$ cat config.mk
export PLATFORM = sky130hd
export DESIGN_NAME = scrub_engine
export DESIGN_NICKNAME = d
export VERILOG_FILES = /design/src/rtl/scrub_pkg.sv /design/src/rtl/scrub_pacer.sv /design/src/rtl/scrub_walker.sv /design/src/rtl/scrub_stats.sv /design/src/rtl/scrub_engine.sv
export SDC_FILE = /design/constraint.sdc
export NUM_CORES = 1
export LEC_CHECK = 0
export BUFFER_PORTS_ARGS = -buffer_cell sky130_fd_sc_hd__buf_2
export CAP_MARGIN = 30
export CORE_ASPECT_RATIO = 1.2
export CORE_UTILIZATION = 46
export DETAILED_ROUTE_END_ITERATION = 6
export PLACE_DENSITY_LB_ADDON = 0.05
export SLEW_MARGIN = 0
export SYNTH_ARGS = -nofsm -noshare
export SYNTH_HDL_FRONTEND = slang
export SYNTH_SLANG_ARGS = --single-unit
$ cat constraint.sdc
create_clock -name clk -period 3.5 [get_ports clk]
set_input_delay 0.525 -clock clk [delete_from_list [all_inputs] [get_ports clk]]
set_output_delay 0.525 -clock clk [all_outputs]
set_load 0.02 [all_outputs]
$ cat src/rtl/scrub_pkg.sv
package scrub_pkg;

  typedef enum logic [1:0] {
    ST_IDLE  = 2'd0,
    ST_READ  = 2'd1,
    ST_WBACK = 2'd2
  } step_st_e;

endpackage

$ cat src/rtl/scrub_pacer.sv
module scrub_pacer #(
  parameter int IVL_W  = 32,
  parameter int PEND_W = 4
) (
  input  logic             clk,
  input  logic             rst_n,
  input  logic             auto_en,
  input  logic [IVL_W-1:0] step_interval,
  input  logic             take,
  output logic             pend
);

  localparam logic [PEND_W-1:0] PEND_MAX = '1;

  logic [IVL_W-1:0]  cnt_q, cnt_d;
  logic [IVL_W:0]    cnt_inc;
  logic [PEND_W-1:0] pend_q, pend_d;
  logic              tick;

  // interval counter: one token every max(step_interval,1) cycles
  always_comb begin
    cnt_inc = {1'b0, cnt_q} + {{IVL_W{1'b0}}, 1'b1};
    tick    = 1'b0;
    cnt_d   = cnt_q;
    if (!auto_en) begin
      cnt_d = '0;
    end else if (cnt_inc >= {1'b0, step_interval}) begin
      tick  = 1'b1;
      cnt_d = '0;
    end else begin
      cnt_d = cnt_inc[IVL_W-1:0];
    end
  end

  // token queue: tick adds, take removes, saturates at the top
  always_comb begin
    pend_d = pend_q;
    if (!auto_en) begin
      pend_d = '0;
    end else if (tick && !take) begin
      if (pend_q != PEND_MAX) pend_d = pend_q + 1'b1;
    end else if (!tick && take) begin
      pend_d = pend_q - 1'b1;
    end
  end

  always_ff @(posedge clk or negedge rst_n) begin
    if (!rst_n) begin
      cnt_q  <= '0;
      pend_q <= '0;
    end else begin
      cnt_q  <= cnt_d;
      pend_q <= pend_d;
    end
  end

  assign pend = (pend_q != '0);

endmodule

$ cat src/rtl/scrub_walker.sv
module scrub_walker #(
  parameter int ROWS  = 64,
  parameter int COLS  = 16,
  parameter int ROW_W = 6,
  parameter int COL_W = 4
) (
  input  logic             clk,
  input  logic             rst_n,
  input  logic             adv,
  output logic [ROW_W-1:0] row,
  output logic [COL_W-1:0] col,
  output logic             row_end,
  output logic             arr_end
);

  localparam logic [ROW_W-1:0] ROW_LAST = ROW_W'(ROWS - 1);
  localparam logic [COL_W-1:0] COL_LAST = COL_W'(COLS - 1);

  logic [ROW_W-1:0] row_q, row_d;
  logic [COL_W-1:0] col_q, col_d;

  always_comb begin
    row_end = (col_q == COL_LAST);
    arr_end = row_end && (row_q == ROW_LAST);
    row_d   = row_q;
    col_d   = col_q;
    if (adv) begin
      if (row_end) begin
        col_d = '0;
        row_d = arr_end ? '0 : row_q + 1'b1;
      end else begin
        col_d = col_q + 1'b1;
      end
    end
  end

  always_ff @(posedge clk or negedge rst_n) begin
    if (!rst_n) begin
      row_q <= '0;
      col_q <= '0;
    end else if (adv) begin
      row_q <= row_d;
      col_q <= col_d;
    end
  end

  assign row = row_q;
  assign col = col_q;

endmodule

$ cat src/rtl/scrub_stats.sv
module scrub_stats #(
  parameter int ROW_W  = 6,
  parameter int TOT_W  = 16,
  parameter int ROWC_W = 8
) (
  input  logic              clk,
  input  logic              rst_n,
  input  logic              step_done,
  input  logic              step_err,
  input  logic              row_end,
  input  logic              arr_end,
  input  logic [ROW_W-1:0]  cur_row,
  input  logic [TOT_W-1:0]  total_thresh,
  input  logic [ROWC_W-1:0] row_thresh,
  output logic              pass_done,
  output logic [TOT_W-1:0]  rep_total,
  output logic [ROW_W-1:0]  rep_row,
  output logic [ROWC_W-1:0] rep_row_cnt,
  output logic              rep_row_hit
);

  localparam logic [TOT_W-1:0]  TOT_MAX  = '1;
  localparam logic [ROWC_W-1:0] ROWC_MAX = '1;

  logic [TOT_W-1:0]  tot_q, tot_d, tot_n;
  logic [ROWC_W-1:0] rcnt_q, rcnt_d, rcnt_n;
  logic [ROWC_W-1:0] best_cnt_q, best_cnt_d, best_cnt_n;
  logic [ROW_W-1:0]  best_row_q, best_row_d, best_row_n;
  logic              publish;
  logic              hit_n;
  logic [TOT_W-1:0]  rep_total_d;
  logic [ROW_W-1:0]  rep_row_d;
  logic [ROWC_W-1:0] rep_cnt_d;
  logic              pass_d;

  always_comb begin
    // saturating increments for this step
    tot_n  = (step_err && tot_q  != TOT_MAX)  ? tot_q  + 1'b1 : tot_q;
    rcnt_n = (step_err && rcnt_q != ROWC_MAX) ? rcnt_q + 1'b1 : rcnt_q;

    // worst-row candidate including the row closing now (strict greater)
    best_cnt_n = best_cnt_q;
    best_row_n = best_row_q;
    if (row_end && (rcnt_n > best_cnt_q)) begin
      best_cnt_n = rcnt_n;
      best_row_n = cur_row;
    end

    tot_d      = tot_q;
    rcnt_d     = rcnt_q;
    best_cnt_d = best_cnt_q;
    best_row_d = best_row_q;
    if (step_done) begin
      tot_d      = tot_n;
      rcnt_d     = row_end ? '0 : rcnt_n;
      best_cnt_d = best_cnt_n;
      best_row_d = best_row_n;
      if (arr_end) begin
        tot_d      = '0;
        best_cnt_d = '0;
        best_row_d = '0;
      end
    end

    publish     = step_done && arr_end;
    pass_d      = publish;
    hit_n       = best_cnt_n > row_thresh;
    rep_total_d = (tot_n > total_thresh) ? tot_n : '0;
    rep_row_d   = hit_n ? best_row_n : '0;
    rep_cnt_d   = hit_n ? best_cnt_n : '0;
  end

  always_ff @(posedge clk or negedge rst_n) begin
    if (!rst_n) begin
      tot_q      <= '0;
      rcnt_q     <= '0;
      best_cnt_q <= '0;
      best_row_q <= '0;
    end else if (step_done) begin
      tot_q      <= tot_d;
      rcnt_q     <= rcnt_d;
      best_cnt_q <= best_cnt_d;
      best_row_q <= best_row_d;
    end
  end

  always_ff @(posedge clk or negedge rst_n) begin
    if (!rst_n) begin
      pass_done <= 1'b0;
    end else begin
      pass_done <= pass_d;
    end
  end

  always_ff @(posedge clk or negedge rst_n) begin
    if (!rst_n) begin
      rep_total   <= '0;
      rep_row     <= '0;
      rep_row_cnt <= '0;
      rep_row_hit <= 1'b0;
    end else if (publish) begin
      rep_total   <= rep_total_d;
      rep_row     <= rep_row_d;
      rep_row_cnt <= rep_cnt_d;
      rep_row_hit <= hit_n;
    end
  end

endmodule

$ cat src/rtl/scrub_engine.sv
module scrub_engine
  import scrub_pkg::*;
#(
  parameter int ROWS   = 64,
  parameter int COLS   = 16,
  parameter int DATA_W = 128,
  parameter int IVL_W  = 32,
  parameter int TOT_W  = 16,
  parameter int ROWC_W = 8,
  parameter int PEND_W = 4,
  localparam int ROW_W = $clog2(ROWS),
  localparam int COL_W = $clog2(COLS)
) (
  input  logic              clk,
  input  logic              rst_n,
  input  logic              auto_en,
  input  logic              manual_go,
  input  logic [IVL_W-1:0]  step_interval,
  input  logic [TOT_W-1:0]  total_thresh,
  input  logic [ROWC_W-1:0] row_thresh,
  output logic              mem_req,
  output logic              mem_we,
  output logic [ROW_W-1:0]  mem_row,
  output logic [COL_W-1:0]  mem_col,
  output logic [DATA_W-1:0] mem_wdata,
  input  logic              mem_gnt,
  input  logic [DATA_W-1:0] mem_rdata,
  input  logic              mem_ecc_err,
  output logic              pass_done,
  output logic [TOT_W-1:0]  rep_total,
  output logic [ROW_W-1:0]  rep_row,
  output logic [ROWC_W-1:0] rep_row_cnt,
  output logic              rep_row_hit
);

  // asynchronous assert, synchronous release
  logic [1:0] rsync_q;
  logic       rst_core_n;

  always_ff @(posedge clk or negedge rst_n) begin
    if (!rst_n) rsync_q <= '0;
    else        rsync_q <= {rsync_q[0], 1'b1};
  end
  assign rst_core_n = rsync_q[1];

  step_st_e          st_q, st_d;
  logic [DATA_W-1:0] data_q;
  logic              cap_en;
  logic              start, take, pend;
  logic              step_done, step_err;
  logic              row_end, arr_end;

  always_comb begin
    start     = (st_q == ST_IDLE) && (auto_en ? pend : manual_go);
    take      = start && auto_en;
    st_d      = st_q;
    cap_en    = 1'b0;
    step_done = 1'b0;
    step_err  = 1'b0;
    case (st_q)
      ST_IDLE:  if (start) st_d = ST_READ;
      ST_READ: begin
        if (mem_gnt) begin
          if (mem_ecc_err) begin
            cap_en = 1'b1;
            st_d   = ST_WBACK;
          end else begin
            step_done = 1'b1;
            st_d      = ST_IDLE;
          end
        end
      end
      ST_WBACK: begin
        if (mem_gnt) begin
          step_done = 1'b1;
          step_err  = 1'b1;
          st_d      = ST_IDLE;
        end
      end
      default:  st_d = ST_IDLE;
    endcase
  end

  always_ff @(posedge clk or negedge rst_core_n) begin
    if (!rst_core_n) st_q <= ST_IDLE;
    else             st_q <= st_d;
  end

  always_ff @(posedge clk) begin
    if (cap_en) data_q <= mem_rdata;
  end

  assign mem_req   = (st_q != ST_IDLE);
  assign mem_we    = (st_q == ST_WBACK);
  assign mem_wdata = data_q;

  scrub_pacer #(.IVL_W(IVL_W), .PEND_W(PEND_W)) u_pacer (
    .clk           (clk),
    .rst_n         (rst_core_n),
    .auto_en       (auto_en),
    .step_interval (step_interval),
    .take          (take),
    .pend          (pend)
  );

  scrub_walker #(.ROWS(ROWS), .COLS(COLS), .ROW_W(ROW_W), .COL_W(COL_W)) u_walker (
    .clk     (clk),
    .rst_n   (rst_core_n),
    .adv     (step_done),
    .row     (mem_row),
    .col     (mem_col),
    .row_end (row_end),
    .arr_end (arr_end)
  );

  scrub_stats #(.ROW_W(ROW_W), .TOT_W(TOT_W), .ROWC_W(ROWC_W)) u_stats (
    .clk          (clk),
    .rst_n        (rst_core_n),
    .step_done    (step_done),
    .step_err     (step_err),
    .row_end      (row_end),
    .arr_end      (arr_end),
    .cur_row      (mem_row),
    .total_thresh (total_thresh),
    .row_thresh   (row_thresh),
    .pass_done    (pass_done),
    .rep_total    (rep_total),
    .rep_row      (rep_row),
    .rep_row_cnt  (rep_row_cnt),
    .rep_row_hit  (rep_row_hit)
  );

endmodule

# Word level (Yosys, flattened, before mapping)
# Cells that the tools add are included.
# W data, S select, Z words.
dict set report word_totals {
  reg_bits 248
  input_bits 190
  out_inout_bits 172
}
dict set report classes {
  addsub 7
  magnitude_cmp 4
  eq_ne 12
  n_mux 35
  n_reduce_logical 17
}
# op n
set op_table {}
lappend op_table {{$mux W32} 2}
lappend op_table {{$mux W16} 3}
lappend op_table {{$mux W8} 5}
lappend op_table {{$add A32 B1 Y33 const B} 1}
lappend op_table {{$ge A33 B32 Y1} 1}
lappend op_table {{$mux W6} 4}
lappend op_table {{$mux W4} 5}
lappend op_table {{$add A16 B1 Y16 const B} 1}
lappend op_table {{$gt A16 B16 Y1} 1}
lappend op_table {{$gt A8 B8 Y1} 2}
lappend op_table {{$ne A16 B16 Y1 const B} 1}
lappend op_table {{$mux W1} 10}
lappend op_table {{$logic_and A1 B1 Y1} 9}
lappend op_table {{$add A4 B1 Y4 const B} 2}
lappend op_table {{$add A8 B1 Y8 const B} 1}
lappend op_table {{$mux W2} 4}
lappend op_table {{$ne A8 B8 Y1 const B} 1}
lappend op_table {{$add A6 B1 Y6 const B} 1}
lappend op_table {{$eq A6 B6 Y1 const B} 1}
lappend op_table {{$pmux W2 S3} 1}
lappend op_table {{$eq A4 B4 Y1 const B} 1}
lappend op_table {{$ne A2 B2 Y1 const B} 2}
lappend op_table {{$ne A4 B4 Y1 const B} 1}
lappend op_table {{$reduce_and A2 Y1} 2}
lappend op_table {{other kinds (12)} 13}

# Longest topological paths before layout
dict set report depth {
  word_depth 9
  depth_mapped 24
  mapped_depth_nobuf 22
}

# Modules after synthesis
# A second synthesis with hierarchy kept.
dict set report hier_totals {
  cells_unflattened 994
  hier_area_um2 11654.9
}
# mod n_inst cells_per_inst area_each_um2 seq_area_each_um2
set by_module_without_submodules {}
lappend by_module_without_submodules {scrub_stats 1 484 4286.6 1751.7}
lappend by_module_without_submodules {scrub_engine 1 155 4119.0 3943.8}
lappend by_module_without_submodules {scrub_pacer 1 305 2748.9 900.9}
lappend by_module_without_submodules {scrub_walker 1 50 500.5 250.2}

# Least setup slack after synthesis
# OpenSTA, ideal clock, no wires.
dict set report synth_timing {
  kind {reg-to-reg}
  startpoint {register st_q[0]}
  endpoint {register u_stats.rep_row[5]}
  setup_time_ns 0.134
  arrival_ns 4.769
  t_required_ns 3.366
  slack_ns -1.403
  stages_incl_launch_ff 25
  path_buffers 3
  synth_period_minus_slack_ns 4.903
  cell_sequence {dfrtp_1 > inv_1 > ha_1 > nand2_1 > a31oi_2 > mux2_2 > ha_1 > nor2b_1 > o21ai_0 > nand2b_1 > a21oi_1 > o21ai_0 > o211a_1 > clkbuf_1 > buf_2 > mux2i_1 > inv_1 > ha_1 > a21o_1 > a21o_1 > a21oi_1 > o21ai_0 > o211ai_1 > clkbuf_1 > o21ai_0}
}
dict set report synth_via {
  elab_chain_cells 9
  word_cells_on_any_way 13
}
# element line_no
set synth_rtl {}
lappend synth_rtl {{from (decl)} scrub_engine.sv:46} ;# step_st_e st_q, st_d;
lappend synth_rtl {{from (signal assigned)} scrub_engine.sv:86} ;# else st_q <= st_d;
lappend synth_rtl {{$eq A2 B2 Y1 *} n/a}
lappend synth_rtl {{named net mem_we} scrub_engine.sv:22} ;# output logic mem_we,
lappend synth_rtl {{$mux W1} scrub_engine.sv:60} ;# case (st_q)
lappend synth_rtl {{$logic_and A1 B1 Y1} scrub_stats.sv:39} ;# rcnt_n = (step_err && rcnt_q != ROWC_MAX) ? rcnt_q + 1'b1 : rcnt_q;
lappend synth_rtl {{$mux W8} scrub_stats.sv:39}
lappend synth_rtl {{$gt A8 B8 Y1} scrub_stats.sv:44} ;# if (row_end && (rcnt_n > best_cnt_q)) begin
lappend synth_rtl {{$logic_and A1 B1 Y1} scrub_stats.sv:44}
lappend synth_rtl {{$mux W8} scrub_stats.sv:44}
lappend synth_rtl {{$gt A8 B8 Y1} scrub_stats.sv:67} ;# hit_n = best_cnt_n > row_thresh;
lappend synth_rtl {{$mux W6} scrub_stats.sv:69} ;# rep_row_d = hit_n ? best_row_n : '0;
lappend synth_rtl {{to (signal assigned)} scrub_stats.sv:103} ;# rep_row <= rep_row_d;
lappend synth_rtl {{to (decl)} scrub_stats.sv:17} ;# output logic [ROW_W-1:0] rep_row,
# Mark *: on every way through the listed nets, which the timed path passes. The rest lies on a longest branch.
# A chain may end at the register's enable or synchronous reset.

# Final worst setup path
dict set report layout_timing {
  startpoint {register u_pacer.cnt_q[9]}
  endpoint {register u_pacer.pend_q[3]}
}
dict set report layout_via {
  elab_chain_cells 8
  word_cells_on_any_way 12
}
# element line_no
set layout_rtl {}
lappend layout_rtl {{from (decl)} scrub_pacer.sv:15} ;# logic [IVL_W-1:0] cnt_q, cnt_d;
lappend layout_rtl {{from (signal assigned)} scrub_pacer.sv:52} ;# cnt_q <= cnt_d;
lappend layout_rtl {{$add A32 B1 Y33 *} scrub_pacer.sv:22} ;# cnt_inc = {1'b0, cnt_q} + {{IVL_W{1'b0}}, 1'b1};
lappend layout_rtl {{$ge A33 B32 Y1 *} scrub_pacer.sv:27} ;# end else if (cnt_inc >= {1'b0, step_interval}) begin
lappend layout_rtl {{$mux W1 *} scrub_pacer.sv:27}
lappend layout_rtl {{$mux W1 *} scrub_pacer.sv:25} ;# if (!auto_en) begin
lappend layout_rtl {{$logic_not A1 Y1} scrub_pacer.sv:42} ;# end else if (!tick && take) begin
lappend layout_rtl {{$logic_and A1 B1 Y1} scrub_pacer.sv:42}
lappend layout_rtl {{$ne A3 B1 Y1 (no line)} n/a}
lappend layout_rtl {{$reduce_and A2 Y1 (no line)} n/a}
lappend layout_rtl {{to (signal assigned)} scrub_pacer.sv:53} ;# pend_q <= pend_d;
lappend layout_rtl {{to (decl)} scrub_pacer.sv:17} ;# logic [PEND_W-1:0] pend_q, pend_d;
# Mark *: on every way between the ends. The rest lies on a longest branch, timed or not.

==> results by group <==
Clock network
  • Root buffer cell: clkbuf_16
  • H-tree depth: 1
  • Worst-path clk slew: 0.06 ns
  • CTS buffer count: 26
  • CTS Buffer Depth: 3
  • CTS tree: done
  • Worst skew pair latency: 0.54 ns
  • CTS sink cnt: between 200 and 250

STA
  • Final WS setup: -0.642 ns
  • Slew Limit Fails: 0
  • Min Tclk post-route: 4.14 ns
  • Relative slew slack: 38.3%
  • RSZ-0062 raised after global routing: true
  • Clock skew: around 0.024 ns
  • Setup violators final: 34
  • Final Hold Fails: 0
  • FMAX: between 200 and 250 MHz
  • Tightest Pin Transition: 0.923 ns
  • Tcrit/Tclk final: 118%

Detailed routing
  • Final ANT Viol Nets: 0
  • DR vias/cell: 5.05
  • Vias: 9,240
  • Pre-antenna DRT Iters: 5
  • Drt initial violations: 421
  • Residual DRC: 0
  • Final wirelength: around 31 mm
  • DR WL/cell: 17.1 um

Finish
  • Most frequent cells in the layout: 361 x buf_2, 157 x buf_4, 128 x edfxtp_1
  • Post-layout util: between 60 and 70%
  • Syn-to-layout area delta: 44.2%
  • Fill count: between 1,500 and 2,000
  • Total Nets Final: 1,753
  • Layout cells sized above 1: a little under half
  • Commonest non-fill, non-tap cell in the layout: buf_2

Setup path
  • Most used cell, CP: buf_4
  • Worst setup path category: reg2reg
  • Crit-path cells: nand4_4 -> buf_6 -> nor4_4 -> buf_4 -> buf_4 -> nand3_2 -> xnor2_2 -> ha_1 -> a21oi_1 -> o21ai_1 -> a221oi_2 -> a21boi_1 -> a211oi_2 -> or2_4 -> ha_4 -> a21o_1 -> a21oi_2 -> nor2_1 -> mux2_2 -> mux2i_1 -> a22o_1
  • Largest stage delay on the critical path: 0.39 ns
  • Worst-path fanout max: 4
  • CP Launch Type: flip-flop
  • Crit path DAT: about 4.6 ns
  • Setup crit end kind: flip-flop
  • Critical path's slowest cell: dfrtp_1
  • CP required: 3.96 ns

Global routing
  • Initial antenna violation count: 3
  • Overflow after GRT: 0
  • Pin count of the biggest net entering global routing: 79
  • First-pass GRT wire length: roughly 47 mm
  • Vias in the first global route: 9,211
  • GRT Total Usage: 23.5%

Power
  • Tot Pwr: 8.35 mW
  • Pwr per Cell Area: 509 mW/mm^2
  • Pleak: 8.19 nW
  • Peak supply drop: 0.506 mV

Logic synthesis
  • Yosys reg bits: ~250
  • Synthesized Nets: 1,214
  • Sequential area share after synthesis: 60.2%
  • Post-synth EDFFs: between 100 and 150
  • Post-synthesis average cell area: 12.0 sq um
  • Ys Warns: 0
  • Cell count after synthesis: 948
  • Synth Cell Area: 0.0114 sq mm
  • Post-synthesis cell type count: 56
  • Ys flop type: edfxtp_1
  • Ys async rst share: around 48%

Placement
  • Worst slack at placement: -0.843 ns
  • GP Congestion: just over 0.8
  • DPL Wire Length: 22.4 mm
  • Port buffer count: ~360

Die
  • IO Pins: 362
  • Num rows: 62
  • Initial Util: 47.1%
  • Die footprint: 0.0254 sq mm
  • Die W: around 150 um
  • Die Height: between 150 and 200 um
  • Total core area: between 0.02 and 0.025 sq mm

Flow run
  • Max_cap viols: 0

Status
  • Failing checks: negative setup slack
  • Status: finished, violations left

Min path
  • Worst min path class: in2reg
-- metrics by stage --
step           hold WS [ns]  std cells  TNS [ns]  cell area, sq um
6_report              0.159       1828    -12.12             16400
2_1_floorplan         0.229        948    -12.36             11500
3_5_place_dp          0.313       1730    -16.39             14500
3_3_place_gp          0.311       1730     -9.56             14500
4_1_cts               0.135       1806     -8.74             15800
5_1_grt               0.140       1827    -19.23             16400
-- sequential cells by signal, summed over array words and instances (netlist names) --
signal and cells:
u_walker.row 6, u_stats.rep_row 6, u_stats.tot_q 16, u_stats.rep_row_hit 1
u_stats.rep_total 16, u_stats.best_row_q 6, st_q 2, u_pacer.cnt_q 32
u_pacer.pend_q 4, u_stats.pass_done 1, rsync_q 2, u_stats.rcnt_q 8
u_walker.col 4, mem_wdata 128, u_stats.best_cnt_q 8, u_stats.rep_row_cnt 8
-- layer usage --
metal	track usage (%)	share of wire, %
met1	29.7	41
met2	42.2	52
met3	3.44	4.3
met4	6.27	2.4
met5	0	0.13
-- logic make-up after synthesis --
kind of cell	synth area share [%]
other	0.0330
XOR/XNOR	4.45
buffers and inverters	4.27
adder cells (fa/ha/maj)	8.43
multiplexers	1.98
AND/OR/NAND/NOR	12.0
flip-flops	60.2
AO/OA/AOI/OAI	8.60
-- cell usage after synthesis, types with 18 or more instances --
| master | number | area [sq um] |
|---|---|---|
| inv_1 | 104 | 390 |
| and3_1 | 37 | 231 |
| nand2_1 | 100 | 375 |
| ha_1 | 75 | 938 |
| a21oi_1 | 24 | 120 |
| xor2_1 | 22 | 193 |
| nor2_1 | 27 | 101 |
| o21ai_0 | 58 | 290 |
| nand4_1 | 25 | 156 |
| edfxtp_1 | 128 | 3840 |
| clkbuf_1 | 22 | 82.6 |
| mux2i_1 | 18 | 180 |
| dfrtp_1 | 120 | 3000 |
| xnor2_1 | 34 | 298 |
| nand3_1 | 23 | 115 |
-- worst max-delay path, delay by kind of cell, from the launching register on --
family                     cells  cell delay, ns
AOI/OAI and AO/OA              8            1.38
xor gates and xnor gates       1            0.16
adders and majority gates      2            0.53
buffers and inverters          3            0.47
DFF                            1            0.39
muxes                          2            0.40
and+or+nand+nor                5            0.75
-- repair_timing --
action	4_1_cts	5_1_grt
setup buffers	26	20
endpoints found under the setup margin	67	74
cloned	1	1
resized for setup	37	105
endpoints found under the hold margin	2	0
pin swaps	28	43
hold buffers	1	0
-- where the power goes --
group          internal, mW  switching, mW  total, mW
registers              3.39          0.150       3.54
clock network          1.56           1.17       2.73
logic                 0.928           1.16       2.09
-- area by class of cell --
type / instances / area (sq um) / share of cell area [%]
sequential: 248 / 6850 / 41.8
multi-input combinational: 572 / 4700 / 28.7
timing repair buffer: 535 / 3210 / 19.6
clock buffer: 31 / 689 / 4.20
tap: 320 / 400 / 2.44
inverter: 104 / 390 / 2.38
clock inverter: 17 / 154 / 0.938
antenna: 1 / 2.50 / 0.0153
-- worst paths after layout --
check                                                start                       endpoint  slack, ns  cells past startpoint
worst max-delay path            u_pacer.cnt_q[9]$_DFF_PN0_  u_pacer.pend_q[3]$_DFFE_PN0P_      -0.64                     21
worst min-delay path                        mem_rdata[105]       mem_wdata[105]$_DFFE_PP_       0.16                      1
worst max register to register  u_pacer.cnt_q[9]$_DFF_PN0_  u_pacer.pend_q[3]$_DFFE_PN0P_      -0.64                     21
worst min register to register        rsync_q[0]$_DFF_PN0_           rsync_q[1]$_DFF_PN0_       0.35                      0
max in group asynchronous             rsync_q[1]$_DFF_PN0_     u_pacer.cnt_q[0]$_DFF_PN0_       2.23                      1
min in group asynchronous                            rst_n           rsync_q[1]$_DFF_PN0_       0.32                      2
No activity file was read; power rests on OpenSTA's default activity.
